File: config.mk
export PLATFORM = sky130hd
export DESIGN_NAME = ata_dma_host_seq
export DESIGN_NICKNAME = d
export VERILOG_FILES = /design/src/rtl/ata_dma_pkg.sv /design/src/rtl/ata_dma_timing.sv /design/src/rtl/ata_dma_fsm.sv /design/src/rtl/ata_dma_datapath.sv /design/src/rtl/ata_dma_host_seq.sv
export SDC_FILE = /design/constraint.sdc
export NUM_CORES = 1
export LEC_CHECK = 0
export CAP_MARGIN = 10
export CORE_MARGIN = 2
export CORE_UTILIZATION = 45
export DETAILED_ROUTE_END_ITERATION = 6
export GPL_ROUTABILITY_DRIVEN = 0
export PLACE_DENSITY = 0.83
export REMOVE_ABC_BUFFERS = 1
export SKIP_CTS_REPAIR_TIMING = 1
export SLEW_MARGIN = 20
export SYNTH_ARGS = -nofsm -noshare
export SYNTH_HDL_FRONTEND = slang
export SYNTH_SLANG_ARGS = --single-unit
File: constraint.sdc
create_clock -name clk -period 4.2 [get_ports clk]
set_clock_uncertainty 0.05 [all_clocks]
set_input_delay 0.63 -clock clk [delete_from_list [all_inputs] [get_ports clk]]
set_output_delay 0.63 -clock clk [all_outputs]
set_load 0.005 [all_outputs]
File: src/rtl/ata_dma_pkg.sv
package ata_dma_pkg;

   typedef enum logic [2:0] {
      SQ_IDLE,
      SQ_ACK,
      SQ_PULSE,
      SQ_GAP,
      SQ_END
   } seq_state_e;

   // round a nanosecond minimum up to whole clock periods
   function automatic int unsigned ns_to_cyc(input int unsigned ns, input int unsigned per);
      return (ns + per - 1) / per;
   endfunction

   function automatic int unsigned max_of3(input int unsigned v [3]);
      int unsigned m;
      m = v[0];
      for (int i = 1; i < 3; i++) if (v[i] > m) m = v[i];
      return m;
   endfunction

endpackage

File: src/rtl/ata_dma_timing.sv
module ata_dma_timing
   import ata_dma_pkg::*;
#(
   parameter int unsigned CLK_NS    = 10,
   parameter int unsigned CNT_W     = 6,
   parameter int unsigned PULSE_NS  [3] = '{470, 230, 110},
   parameter int unsigned RD_GAP_NS [3] = '{190, 95, 45},
   parameter int unsigned WR_GAP_NS [3] = '{470, 230, 110}
) (
   input  logic [1:0]       mode_q,
   input  logic             wr_q,
   output logic [CNT_W-1:0] pulse_cyc,
   output logic [CNT_W-1:0] gap_cyc
);

   logic [CNT_W-1:0] pulse_tab [4];
   logic [CNT_W-1:0] rgap_tab  [4];
   logic [CNT_W-1:0] wgap_tab  [4];

   // code 3 reuses the fastest mode
   for (genvar g = 0; g < 4; g++) begin : g_mode
      localparam int unsigned IDX = (g > 2) ? 2 : g;
      assign pulse_tab[g] = CNT_W'(ns_to_cyc(PULSE_NS[IDX], CLK_NS));
      assign rgap_tab[g]  = CNT_W'(ns_to_cyc(RD_GAP_NS[IDX], CLK_NS));
      assign wgap_tab[g]  = CNT_W'(ns_to_cyc(WR_GAP_NS[IDX], CLK_NS));
   end

   assign pulse_cyc = pulse_tab[mode_q];
   assign gap_cyc   = wr_q ? wgap_tab[mode_q] : rgap_tab[mode_q];

endmodule

File: src/rtl/ata_dma_fsm.sv
module ata_dma_fsm
   import ata_dma_pkg::*;
#(
   parameter int unsigned CNT_W = 6
) (
   input  logic             clk,
   input  logic             rst_n,
   input  logic             start,
   input  logic             dma_req,
   input  logic [1:0]       xfer_mode,
   input  logic             dir_wr,
   input  logic [CNT_W-1:0] pulse_cyc,
   input  logic [CNT_W-1:0] gap_cyc,
   output seq_state_e       state,
   output logic [1:0]       mode_q,
   output logic             wr_q,
   output logic             pulse_last,
   output logic             pulse_enter
);

   logic [CNT_W-1:0] cnt;
   logic             cnt_zero;

   assign cnt_zero    = (cnt == '0);
   assign pulse_last  = (state == SQ_PULSE) && cnt_zero;
   assign pulse_enter = (state == SQ_ACK) || ((state == SQ_GAP) && cnt_zero && dma_req);

   always_ff @(posedge clk or negedge rst_n) begin
      if (!rst_n) begin
         state  <= SQ_IDLE;
         cnt    <= '0;
         mode_q <= '0;
         wr_q   <= 1'b0;
      end else begin
         unique case (state)
            SQ_IDLE: if (start && dma_req) begin
               state  <= SQ_ACK;
               mode_q <= xfer_mode;
               wr_q   <= dir_wr;
            end
            SQ_ACK: begin
               state <= SQ_PULSE;
               cnt   <= pulse_cyc - CNT_W'(1);
            end
            SQ_PULSE: if (cnt_zero) begin
               state <= SQ_GAP;
               cnt   <= gap_cyc - CNT_W'(1);
            end else begin
               cnt <= cnt - CNT_W'(1);
            end
            SQ_GAP: if (cnt_zero) begin
               if (dma_req) begin
                  state <= SQ_PULSE;
                  cnt   <= pulse_cyc - CNT_W'(1);
               end else begin
                  state <= SQ_END;
               end
            end else begin
               cnt <= cnt - CNT_W'(1);
            end
            SQ_END:  state <= SQ_IDLE;
            default: state <= SQ_IDLE;
         endcase
      end
   end

endmodule

File: src/rtl/ata_dma_datapath.sv
module ata_dma_datapath #(
   parameter int unsigned DATA_W = 16
) (
   input  logic              clk,
   input  logic              rst_n,
   input  logic              cap_en,
   input  logic              load_en,
   input  logic [DATA_W-1:0] dd_in,
   input  logic [DATA_W-1:0] wr_data,
   output logic [DATA_W-1:0] rd_data,
   output logic [DATA_W-1:0] dd_out
);

   always_ff @(posedge clk or negedge rst_n) begin
      if (!rst_n) begin
         rd_data <= '0;
         dd_out  <= '0;
      end else begin
         if (cap_en)  rd_data <= dd_in;
         if (load_en) dd_out  <= wr_data;
      end
   end

endmodule

File: src/rtl/ata_dma_host_seq.sv
module ata_dma_host_seq
   import ata_dma_pkg::*;
#(
   parameter int unsigned CLK_NS    = 10,
   parameter int unsigned DATA_W    = 16,
   parameter int unsigned SETTLE_NS = 40,
   parameter int unsigned PULSE_NS  [3] = '{470, 230, 110},
   parameter int unsigned RD_GAP_NS [3] = '{190, 95, 45},
   parameter int unsigned WR_GAP_NS [3] = '{470, 230, 110}
) (
   input  logic              clk,
   input  logic              rst_n,
   input  logic              start,
   input  logic              dma_req,
   input  logic [1:0]        xfer_mode,
   input  logic              dir_wr,
   input  logic [DATA_W-1:0] wr_data,
   input  logic [DATA_W-1:0] dd_in,
   output logic              dma_ack_n,
   output logic              rd_stb_n,
   output logic              wr_stb_n,
   output logic [DATA_W-1:0] dd_out,
   output logic              dd_oe,
   output logic [DATA_W-1:0] rd_data,
   output logic              done
);

   localparam int unsigned MAX_NS  = (max_of3(PULSE_NS) > max_of3(WR_GAP_NS)) ?
                                     max_of3(PULSE_NS) : max_of3(WR_GAP_NS);
   localparam int unsigned MAX_ALL = (MAX_NS > max_of3(RD_GAP_NS)) ? MAX_NS : max_of3(RD_GAP_NS);
   localparam int unsigned MAX_CYC = ns_to_cyc(MAX_ALL, CLK_NS);
   localparam int unsigned CNT_W   = $clog2(MAX_CYC + 1);
   localparam int unsigned SETTLE_CYC = ns_to_cyc(SETTLE_NS, CLK_NS);

   if (CLK_NS == 0 || DATA_W == 0) begin : g_bad_base
      $error("clock period and data width must be nonzero");
   end
   for (genvar g = 0; g < 3; g++) begin : g_param_chk
      if (PULSE_NS[g] == 0) begin : g_bad_pulse
         $error("pulse width must be nonzero");
      end
      if (ns_to_cyc(RD_GAP_NS[g], CLK_NS) < SETTLE_CYC ||
          ns_to_cyc(WR_GAP_NS[g], CLK_NS) < SETTLE_CYC) begin : g_bad_gap
         $error("inactive gap shorter than the request settle delay");
      end
   end

   seq_state_e       state;
   logic [1:0]       mode_q;
   logic             wr_q;
   logic             pulse_last;
   logic             pulse_enter;
   logic [CNT_W-1:0] pulse_cyc;
   logic [CNT_W-1:0] gap_cyc;
   logic             pulsing;

   ata_dma_timing #(
      .CLK_NS   (CLK_NS),
      .CNT_W    (CNT_W),
      .PULSE_NS (PULSE_NS),
      .RD_GAP_NS(RD_GAP_NS),
      .WR_GAP_NS(WR_GAP_NS)
   ) u_timing (
      .mode_q   (mode_q),
      .wr_q     (wr_q),
      .pulse_cyc(pulse_cyc),
      .gap_cyc  (gap_cyc)
   );

   ata_dma_fsm #(.CNT_W(CNT_W)) u_fsm (
      .clk        (clk),
      .rst_n      (rst_n),
      .start      (start),
      .dma_req    (dma_req),
      .xfer_mode  (xfer_mode),
      .dir_wr     (dir_wr),
      .pulse_cyc  (pulse_cyc),
      .gap_cyc    (gap_cyc),
      .state      (state),
      .mode_q     (mode_q),
      .wr_q       (wr_q),
      .pulse_last (pulse_last),
      .pulse_enter(pulse_enter)
   );

   ata_dma_datapath #(.DATA_W(DATA_W)) u_data (
      .clk    (clk),
      .rst_n  (rst_n),
      .cap_en (pulse_last && !wr_q),
      .load_en(pulse_enter && wr_q),
      .dd_in  (dd_in),
      .wr_data(wr_data),
      .rd_data(rd_data),
      .dd_out (dd_out)
   );

   assign pulsing   = (state == SQ_PULSE);
   assign dma_ack_n = !((state == SQ_ACK) || pulsing || (state == SQ_GAP));
   assign rd_stb_n  = !(pulsing && !wr_q);
   assign wr_stb_n  = !(pulsing && wr_q);
   assign dd_oe     = pulsing && wr_q;
   assign done      = (state == SQ_END);

endmodule

==> flow_summary_export.csv <==
group,metric,value,unit
timing,rsz0062_at_grt,"false",
setup_path,critPathMaxFanout,16,
clocking,cts_root_buf,"clkbuf_8",
logic_synthesis,synth_warnings,0,
setup_path,r2r-start,"u_fsm.cnt[0]$_DFFE_PN0P_",
setup_path,reg2reg_slack,1.65,ns
drt,totalWireLength,4663,um
clocking,h-tree-depth,2,
logic_synthesis,synth.avg_cell_area,12.79,um^2
power_and_ir_drop,power.density,689.2,mW/mm^2
drt,routed_via_density,5.552,
global_routing,grt_max_degree,45,
die,dieArea,0.005284,mm^2
clocking,cts_num_sinks,44,
outcome,run_status,"finished, final reports clean",
finish,fillers,341,
finish,final_cells,297,
drt,drc,0,
timing,fmax,0.3922,GHz
global_routing,grt_pass1_wl,7514,um
logic_synthesis,synth.cell_area,0.002123,mm^2
finish,postLayoutCoreUtil,68.44,%
setup_path,crit_path_end,"u_data.rd_data[1]$_DFFE_PN0P_",
logic_synthesis,synth_cells,166,
finish,antenna_cells,0,
die,dieHeight,72.69,um
logic_synthesis,yosysTopAreaCell,"dfrtp_1",
logic_synthesis,synth_top_area_share,51.86,%
global_routing,grt_pass1_vias,1592,
setup_path,reg2reg_depth,5,
clocking,clockBufferDepth,2,
die,start_util,47.78,%
finish,areaGrowthSynthToFinish,43.25,%
setup_path,cp.required,4.33,ns
timing,slew_viol_final,0,
die,ios,76,
drt,drt-initial-drc-count,108,
hold_path,hp-class,"in2async",
clocking,clk_latency,0.29,ns
timing,fin_tns_setup,0,ns
timing,min_period_over_period,60.71,%
die,core,0.004444,mm^2
timing,holdWs,0.1721,ns
drt,post_drt_wl_per_cell,15.70,um
placement,hpwl,3393,um
placement,dpl.cell_count,288,
clocking,cts_tree,"built",
finish,final_layout_size_suffix_gt1_share,21.63,%
logic_synthesis,synth_seq_cells,44,
clocking,clk_pin_slew,0.09,ns
flow_run,drv_cap,0,
logic_synthesis,synth_flop_cell,"dfrtp_1",
global_routing,overflow,0,
die,die-width,72.69,um
clocking,numCtsBuffers,5,
timing,hold_viol,0,
setup_path,r2r_end,"u_data.rd_data[1]$_DFFE_PN0P_",
timing,fin_crit,2.550,ns
logic_synthesis,synth_cell_types,40,
placement,io_buffers,75,
die,rows,24,
setup_path,crit_path_start,"u_fsm.cnt[0]$_DFFE_PN0P_",
setup_path,crit_path_start_kind,"flop",
setup_path,end_kind,"flop",
global_routing,antenna_found_initial,0,
finish,final_nets,286,
timing,worst_pin_slew,0.8178,ns
logic_synthesis,postSynth.asyncResetShare,100.0,%
finish,final_common_cell,"clkdlybuf4s50_1",
logic_synthesis,synth_edf_count,0,
finish,final_cell_mix,"clkdlybuf4s50_1 (74), dfrtp_1 (44), mux2_2 (26), mux2_4 (10), inv_1 (7)",
setup_path,crit_type,"reg2reg",
global_routing,grt_usage,18.56,%
power_and_ir_drop,total_power,2096,uW
power_and_ir_drop,peakVddDrop,0.0003868,V
drt,firstDrtPassIters,4,
timing,setup_viol,0,
setup_path,crit_arrival,2.68,ns
logic_synthesis,ys_seq_area_share,51.86,%
logic_synthesis,synth.area.top_cells,"dfrtp_1 (52%), mux2_2 (14%), mux2_4 (7.1%), ha_1 (1.8%), a21oi_1 (1.4%)",
power_and_ir_drop,leakage,0.001281,uW
drt,drtAntennaViolNets,0,
timing,slew-limit-headroom,45.32,%
drt,vias,1649,
==> flip-flops by register name (all words and copies together) (netlist names) <==
name,flops
u_fsm.wr_q,1
u_data.dd_out,16
u_fsm.cnt,6
u_fsm.state,3
u_data.rd_data,16
u_fsm.mode_q,2
==> worst min-delay path by stage <==
| stage | start | end | slack (ns) |
|---|---|---|---|
| final | rst_n | u_fsm.cnt[4]$_DFFE_PN0P_ | 0.17 |
| after global routing | rst_n | u_data.rd_data[10]$_DFFE_PN0P_ | 0.18 |
| after CTS | rst_n | u_data.rd_data[10]$_DFFE_PN0P_ | 0.46 |
| after detailed placement | u_data.rd_data[0]$_DFFE_PN0P_ | u_data.rd_data[0]$_DFFE_PN0P_ | 0.44 |
| after global placement | u_data.rd_data[0]$_DFFE_PN0P_ | u_data.rd_data[0]$_DFFE_PN0P_ | 0.44 |
| after floorplan | rst_n | u_data.dd_out[0]$_DFFE_PN0P_ | 0.28 |
==> logic make-up after synthesis <==
logic type               count (synthesis)  synth area share [%]
flip-flops                              44                 51.86
AND/OR/NAND/NOR                         39                 11.14
multiplexers                            38                 21.80
AO/OA/AOI/OAI                           26                 9.370
buffers and inverters                   14                 3.241
adder cells (fa/ha/maj)                  3                 1.768
XOR/XNOR                                 2                0.8251
==> where the power goes <==
part	switching (uW)	total, uW	leakage (uW)	internal, uW
sequential	166	787	0.000520	621
combinational	358	979	0.000706	622
clock	150	330	0.0000548	179
total	674	2100	0.00128	1420
==> worst max-delay path, stage by stage, from the launching register on <==
cell and delay, ns:
dfrtp_1 0.43, inv_1 0.09, ha_1 0.23, nor3b_4 0.38, nand4_1 0.71, mux2_2 0.54
==> cell usage after synthesis (3+ instances only) <==
master and number:
nand2_1 4, nor4_1 4, mux2_4 10, nor3_1 4, dfrtp_1 44, ha_1 3
nand3_1 5, o21ai_0 4, nor2_1 6, inv_1 7, mux2_2 26, clkbuf_1 4
a21oi_1 6, nor2b_1 3
==> layer usage <==
| metal | share of wire [%] | vias to the layer above | global-route usage [%] |
|---|---|---|---|
| met5 | 0 | - | 0 |
| met4 | 0.71 | 0 | 5.967 |
| met3 | 8.0 | 4 | 6.215 |
| met2 | 49 | 83 | 28.18 |
| met1 | 42 | 799 | 25.23 |
| li1 | - | 763 | - |
==> cell type report <==
cell class | instances | area, um^2 | area share [%]
clock buffer | 5 | 68.82 | 2.262
clock inverter | 3 | 46.29 | 1.522
inverter | 7 | 26.28 | 0.8638
multi-input combinational | 108 | 953.4 | 31.35
sequential | 44 | 1101 | 36.20
tap | 52 | 65.06 | 2.139
timing repair buffer | 78 | 780.7 | 25.67
==> stage by stage <==
| step | setup WS [ns] | instance area [um^2] |
|---|---|---|
| final | 1.650 | 3042 |
| after global routing | 1.465 | 3042 |
| after CTS | 1.623 | 3022 |
| after detailed placement | 1.644 | 2907 |
| after global placement | 1.685 | 2907 |
| after floorplan | 1.556 | 2081 |
No activity file was read; power rests on OpenSTA's default activity.
